$ cat src/rtl/rxf_pkg.sv
package rxf_pkg;
  localparam int unsigned ADDR_W      = 48;
  localparam int unsigned CFG_W       = 8;
  localparam int unsigned CRC_W       = 32;
  localparam int unsigned HASH_W      = 6;
  localparam logic [31:0] CRC_POLY    = 32'h04C11DB6;
  localparam int unsigned CFG_PROMISC = 4;
  localparam int unsigned CFG_MCAST   = 3;
  localparam int unsigned CFG_BCAST   = 2;

  typedef enum logic [1:0] {
    ST_IDLE  = 2'd0,
    ST_SHIFT = 2'd1,
    ST_FINAL = 2'd2
  } rxf_state_e;
endpackage

$ cat src/rtl/rxf_ctrl.sv
module rxf_ctrl
  import rxf_pkg::*;
#(
  parameter int unsigned NBITS = 48,
  localparam int unsigned CNT_W = $clog2(NBITS)
) (
  input  logic             clk_i,
  input  logic             rst_ni,
  input  logic             start_i,
  output logic             load_o,
  output logic             shift_o,
  output logic             finish_o,
  output logic             busy_o,
  output logic [CNT_W-1:0] bit_idx_o
);
  localparam logic [CNT_W-1:0] LAST = CNT_W'(NBITS - 1);

  rxf_state_e       state_q, state_d;
  logic [CNT_W-1:0] cnt_q, cnt_d;

  always_comb begin
    state_d = state_q;
    cnt_d   = cnt_q;
    unique case (state_q)
      ST_IDLE: if (start_i) begin
        state_d = ST_SHIFT;
        cnt_d   = '0;
      end
      ST_SHIFT: begin
        if (cnt_q == LAST) state_d = ST_FINAL;
        else               cnt_d   = cnt_q + CNT_W'(1);
      end
      ST_FINAL: state_d = ST_IDLE;
      default:  state_d = ST_IDLE;
    endcase
  end

  always_ff @(posedge clk_i or negedge rst_ni) begin
    if (!rst_ni) begin
      state_q <= ST_IDLE;
      cnt_q   <= '0;
    end else begin
      state_q <= state_d;
      cnt_q   <= cnt_d;
    end
  end

  assign load_o    = (state_q == ST_IDLE) && start_i;
  assign shift_o   = (state_q == ST_SHIFT);
  assign finish_o  = (state_q == ST_FINAL);
  assign busy_o    = (state_q != ST_IDLE);
  assign bit_idx_o = cnt_q;


  cnt_step_chk: assert property (@(posedge clk_i) disable iff (!rst_ni)
    (state_q == ST_SHIFT && cnt_q != LAST) |=> (cnt_q == $past(cnt_q) + CNT_W'(1)));

  final_after_last_chk: assert property (@(posedge clk_i) disable iff (!rst_ni)
    (state_q == ST_FINAL) |-> ($past(state_q) == ST_SHIFT && $past(cnt_q) == LAST));

  start_ignored_chk: assert property (@(posedge clk_i) disable iff (!rst_ni)
    (state_q == ST_SHIFT && start_i && cnt_q != LAST) |=> (state_q == ST_SHIFT));
endmodule

$ cat src/rtl/rxf_crc_serial.sv
module rxf_crc_serial
  import rxf_pkg::*;
#(
  parameter int unsigned    WIDTH = 32,
  parameter logic [WIDTH-1:0] POLY = WIDTH'(CRC_POLY)
) (
  input  logic             clk_i,
  input  logic             rst_ni,
  input  logic             load_i,
  input  logic             shift_i,
  input  logic             data_i,
  output logic [WIDTH-1:0] crc_o
);
  logic [WIDTH-1:0] crc_q, shifted;
  logic             fb;

  assign fb      = crc_q[WIDTH-1] ^ data_i;
  assign shifted = {crc_q[WIDTH-2:0], 1'b0};

  always_ff @(posedge clk_i or negedge rst_ni) begin
    if (!rst_ni)      crc_q <= '1;
    else if (load_i)  crc_q <= '1;
    else if (shift_i) crc_q <= fb ? ((shifted ^ POLY) | WIDTH'(1)) : shifted;
  end

  assign crc_o = crc_q;


  crc_seed_chk: assert property (@(posedge clk_i) disable iff (!rst_ni)
    load_i |=> (crc_q == '1));

  crc_low_bit_chk: assert property (@(posedge clk_i) disable iff (!rst_ni)
    (shift_i && !load_i) |=> (crc_q[0] == ($past(crc_q[WIDTH-1]) ^ $past(data_i))));
endmodule

$ cat src/rtl/rxf_decide.sv
module rxf_decide
  import rxf_pkg::*;
#(
  parameter int unsigned AW = 48,
  parameter int unsigned HW = 6,
  localparam int unsigned MW = 1 << HW
) (
  input  logic [AW-1:0]    dest_i,
  input  logic [CFG_W-1:0] cfg_i,
  input  logic [AW-1:0]    station_i,
  input  logic [MW-1:0]    mask_i,
  input  logic [HW-1:0]    hash_idx_i,
  output logic             accept_o,
  output logic             group_o
);
  logic is_bcast, is_group, is_own;

  assign is_bcast = &dest_i;
  assign is_group = dest_i[0];
  assign is_own   = (dest_i == station_i);

  always_comb begin
    if (cfg_i[CFG_PROMISC])  accept_o = 1'b1;
    else if (is_bcast)       accept_o = cfg_i[CFG_BCAST];
    else if (is_group)       accept_o = cfg_i[CFG_MCAST] && mask_i[hash_idx_i];
    else                     accept_o = is_own;
  end

  assign group_o = is_group;
endmodule

$ cat src/rtl/rx_dest_filter.sv
module rx_dest_filter
  import rxf_pkg::*;
#(
  parameter int unsigned AW = ADDR_W,
  parameter int unsigned HW = HASH_W,
  parameter int unsigned CW = CRC_W,
  localparam int unsigned MW = 1 << HW,
  localparam int unsigned IW = $clog2(AW)
) (
  input  logic             clk_i,
  input  logic             rst_ni,
  input  logic             start_i,
  input  logic [AW-1:0]    dest_addr_i,
  input  logic [CFG_W-1:0] rx_cfg_i,
  input  logic [AW-1:0]    station_addr_i,
  input  logic [MW-1:0]    hash_mask_i,
  output logic             busy_o,
  output logic             done_o,
  output logic             accept_o,
  output logic             group_o
);
  logic          load, shift, finish;
  logic [IW-1:0] bit_idx;
  logic [CW-1:0] crc;
  logic          dec_accept, dec_group;

  logic [AW-1:0]    dest_q, sta_q;
  logic [CFG_W-1:0] cfg_q;
  logic [MW-1:0]    mask_q;
  logic             done_q, accept_q, group_q;

  rxf_ctrl #(.NBITS(AW)) u_ctrl (
    .clk_i, .rst_ni, .start_i,
    .load_o(load), .shift_o(shift), .finish_o(finish),
    .busy_o, .bit_idx_o(bit_idx)
  );

  rxf_crc_serial #(.WIDTH(CW), .POLY(CW'(CRC_POLY))) u_crc (
    .clk_i, .rst_ni, .load_i(load), .shift_i(shift),
    .data_i(dest_q[bit_idx]), .crc_o(crc)
  );

  rxf_decide #(.AW(AW), .HW(HW)) u_decide (
    .dest_i(dest_q), .cfg_i(cfg_q), .station_i(sta_q), .mask_i(mask_q),
    .hash_idx_i(crc[CW-1 -: HW]),
    .accept_o(dec_accept), .group_o(dec_group)
  );

  always_ff @(posedge clk_i or negedge rst_ni) begin
    if (!rst_ni) begin
      dest_q <= '0;
      sta_q  <= '0;
      cfg_q  <= '0;
      mask_q <= '0;
    end else if (load) begin
      dest_q <= dest_addr_i;
      sta_q  <= station_addr_i;
      cfg_q  <= rx_cfg_i;
      mask_q <= hash_mask_i;
    end
  end

  always_ff @(posedge clk_i or negedge rst_ni) begin
    if (!rst_ni) begin
      done_q   <= 1'b0;
      accept_q <= 1'b0;
      group_q  <= 1'b0;
    end else begin
      done_q <= finish;
      if (finish) begin
        accept_q <= dec_accept;
        group_q  <= dec_group;
      end
    end
  end

  assign done_o   = done_q;
  assign accept_o = accept_q;
  assign group_o  = group_q;


  done_pulse_chk: assert property (@(posedge clk_i) disable iff (!rst_ni)
    done_o |=> !done_o);

  done_after_busy_chk: assert property (@(posedge clk_i) disable iff (!rst_ni)
    done_o |-> ($past(busy_o) && !busy_o));

  hold_inputs_chk: assert property (@(posedge clk_i) disable iff (!rst_ni)
    busy_o |=> ($stable(dest_q) && $stable(cfg_q) && $stable(mask_q) && $stable(sta_q)));

  promisc_chk: assert property (@(posedge clk_i) disable iff (!rst_ni)
    (done_o && cfg_q[CFG_PROMISC]) |-> accept_o);

  bcast_off_chk: assert property (@(posedge clk_i) disable iff (!rst_ni)
    (done_o && !cfg_q[CFG_PROMISC] && (&dest_q) && !cfg_q[CFG_BCAST]) |-> !accept_o);

  mcast_off_chk: assert property (@(posedge clk_i) disable iff (!rst_ni)
    (done_o && !cfg_q[CFG_PROMISC] && !(&dest_q) && dest_q[0] && !cfg_q[CFG_MCAST]) |-> !accept_o);

  result_hold_chk: assert property (@(posedge clk_i) disable iff (!rst_ni)
    (!done_o && !finish) |=> ($stable(accept_o) && $stable(group_o)));
endmodule

$ cat config.mk
export PLATFORM = sky130hd
export DESIGN_NAME = rx_dest_filter
export DESIGN_NICKNAME = d
export VERILOG_FILES = /design/src/rtl/rxf_pkg.sv /design/src/rtl/rxf_ctrl.sv /design/src/rtl/rxf_crc_serial.sv /design/src/rtl/rxf_decide.sv /design/src/rtl/rx_dest_filter.sv
export SDC_FILE = /design/constraint.sdc
export NUM_CORES = 1
export LEC_CHECK = 0
export BUFFER_PORTS_ARGS = -buffer_cell sky130_fd_sc_hd__buf_2
export CORE_UTILIZATION = 55
export CTS_BUF_LIST = sky130_fd_sc_hd__clkbuf_4
export CTS_CLUSTER_DIAMETER = 80
export DETAILED_ROUTE_END_ITERATION = 10
export PLACE_DENSITY = 0.85
export SLEW_MARGIN = 20
export SYNTH_ARGS = -nofsm -noshare
export SYNTH_HDL_FRONTEND = slang
export SYNTH_HIERARCHICAL = 1
export SYNTH_SLANG_ARGS = --single-unit
$ cat constraint.sdc
create_clock -name clk_i -period 4.08 [get_ports clk_i]
set_clock_uncertainty 0.05 [all_clocks]
set_input_delay 0.816 -clock clk_i [delete_from_list [all_inputs] [get_ports clk_i]]
set_output_delay 0.816 -clock clk_i [all_outputs]
set_load 0.03 [all_outputs]
==> impl_metrics.csv <==
group,metric,value,unit
run_status,outcome,"finished, final reports clean",
placed_design,postPlaceCellArea,0.0110,mm²
clocking,cts_buffers,53,
drt,ant_nets,0,
global_route,initial_antenna_violation_count,3,
sta,min_period,3.29,ns
clocking,total_clock_sinks,206,
drt,drt-initial-drc-count,427,
cells_and_area,layout-drive-gt1-share,0.404,
cells_and_area,layout_overhead_on_the_synthesized_area,16.2,%
setup_path,longest_individual_stage_delay_on_the_worst_path,0.91,ns
drt,detail_route.wl_per_cell,18.9,µm
floorplan,dieArea,0.0187,mm²
sta,final_setup_violation_count,0,
drt,drt-total-wl,21500,µm
synthesis,syn-num-nets,857,
clocking,clock_insertion_delay_worst_skew,0.65,ns
setup_path,end_kind,"register",
global_route,grt_first_pass_wirelength,34900,µm
floorplan,die_height,137,µm
setup_path,crit_path_start_kind,"register",
global_route,grt_max_degree,123,
setup_path,timing.critical_path.slowest_stage_cell,"sky130_fd_sc_hd__dfrtp_1",
synthesis,synthesis.area_per_instance,14.6,µm²
clocking,clock_path_buffers,3,
cells_and_area,finalNonFillerCells,1138,
cells_and_area,fillerInstances,1259,
sta,rsz0062_at_grt,"no",
pwr,pwr_density_cell,852,mW/mm²
sta,report.final.slew_viol_count,0,
drt,vias,6504,
cells_and_area,fin_area,0.0116,mm²
drt,number_of_remaining_drc_errors,0,
setup_path,cp_max_fo,20,
sta,tightestPinTransition,1.02,ns
global_route,number_of_global_route_vias_before_repair,6919,
cells_and_area,layout.nets,1046,
setup_path,criticalPathCategory,"reg -> reg",
placed_design,routabilityCongestion,0.868,
floorplan,floorplan.initialDensity,0.570,
setup_path,r2r_start,"u_ctrl/bit_idx_o[0]",
pwr,total_power,9.89,mW
clocking,cts-htree-levels,2,
floorplan,core_area,0.0175,mm²
cells_and_area,postLayoutCoreUtil,0.662,
floorplan,core.rowCount,48,
setup_path,cp-startpoint,"u_ctrl/bit_idx_o[0]",
clocking,clk_root_buffer_cell,"sky130_fd_sc_hd__clkbuf_4",
setup_path,cp_cell_sequence,"mux4_2 > mux2_2 > a221oi_1 > o41ai_2 > buf_4 > xor3_1 > a211o_1",
synthesis,synth_area,0.0100,mm²
sta,setup_tns,0,ns
synthesis,number_of_synthesis_warnings,6,
clocking,holdBufCountCts,0,
job,maximum_capacitance_violations,0,
clocking,tritoncts,"done",
drt,dr.pass1.iters,5,
pwr,power.static_leakage,5.41,nW
sta,slew_headroom,0.322,
placed_design,place_hpwl,15100,µm
global_route,globalRoute.totalOverflow,0,
placed_design,numPortBuffers,169,
clocking,cts_clk_pin_slew_worst_paths,0.07,ns
setup_path,critical_path_arrival,3.76,ns
floorplan,die-width,137,µm
sta,fmaxAchievable,304,MHz
floorplan,io_pins,175,
clocking,cts_post_setup_buffers_inserted,0,
global_route,gr-usage-all-layers,0.244,
setup_path,critical_path_required,4.55,ns
pwr,peak_supply_drop,407,µV
synthesis,synth_cells,685,
sta,hold_viol_final,0,
placed_design,placedCellCount,1044,
sta,fin_crit_sh,0.807,
clocking,cts_resized,0,
drt,vias_cell,5.72,
hold_path,holdCritPathClass,"in -> async",
[per-layer routing]
| layer | vias to the layer above | track usage | share of wire |
|---|---|---|---|
| li1 | 2954 | - | - |
| met1 | 3284 | 0.323 | 0.43 |
| met2 | 219 | 0.382 | 0.48 |
| met3 | 45 | 0.0785 | 0.073 |
| met4 | 2 | 0.0849 | 0.022 |
| met5 | - | 0 | 0.00051 |
[stage by stage]
step	hold WS (ns)	worst slack (ns)
final	0.246	0.789
after global routing	0.293	0.643
after CTS	0.271	0.803
after detailed placement	0.418	0.784
after global placement	0.410	0.865
after floorplan	0.399	1.15
[registers in the layout, indices dropped and copies added, names as in the netlist]
signal,flops
done_o,1
u_crc/crc_o,32
cfg_q,3
group_o,1
accept_o,1
u_ctrl/state_q,2
dest_q,48
mask_q,64
u_ctrl/bit_idx_o,6
sta_q,48
[cells in the final DEF (no fill, tap or decap), drive strengths merged, types with 4 or more instances in the layout]
master	instances
buf	176
dfrtp	174
mux2	168
clkbuf	76
nor2b	34
a211o	32
dfstp	32
xnor2	29
mux4	26
nand4	21
xor2	18
clkinv	18
mux2i	15
xor3	13
nor4	9
nor2	8
nand2	7
inv	7
nand3	6
a21oi	4
nor3	4
[report_power, final]
part | internal, mW | total (mW) | switching [mW]
Clock | 0.848 | 1.68 | 0.832
Sequential | 3.22 | 4.31 | 1.09
Combinational | 2.58 | 3.90 | 1.32
Total | 6.64 | 9.89 | 3.25
[cell type report]
type | count | area [µm²] | area share
inverters | 7 | 26.3 | 0.00226
diodes | 1 | 2.50 | 0.000215
repair buffers | 177 | 952 | 0.0820
flip-flops and latches | 206 | 5190 | 0.447
clock buffers | 75 | 563 | 0.0485
multi-input cells | 429 | 4520 | 0.389
clock inverters | 18 | 75.1 | 0.00646
well taps | 225 | 282 | 0.0242
[final timing paths]
path	endpoint	slack, ns	depth (start not counted)
hold reg to reg	mask_q[20]	0.43	1
min in group clk_i	sta_q[16]	0.33	2
hold / removal	sta_q[37]	0.25	1
max in group asynchronous	u_crc/crc_o[3]	2.79	2
setup reg to reg	u_crc/crc_o[7]	0.79	7
setup / recovery	u_crc/crc_o[7]	0.79	7
[worst max-delay path, delay by kind of cell, from the launching register on]
kind            cells  cell delay (ns)
buf+inv             1             0.21
xor+xnor            1             0.37
mux                 2             0.88
compound gates      3             0.80
flops               1             0.91
Power figures use the tool's default switching activity.
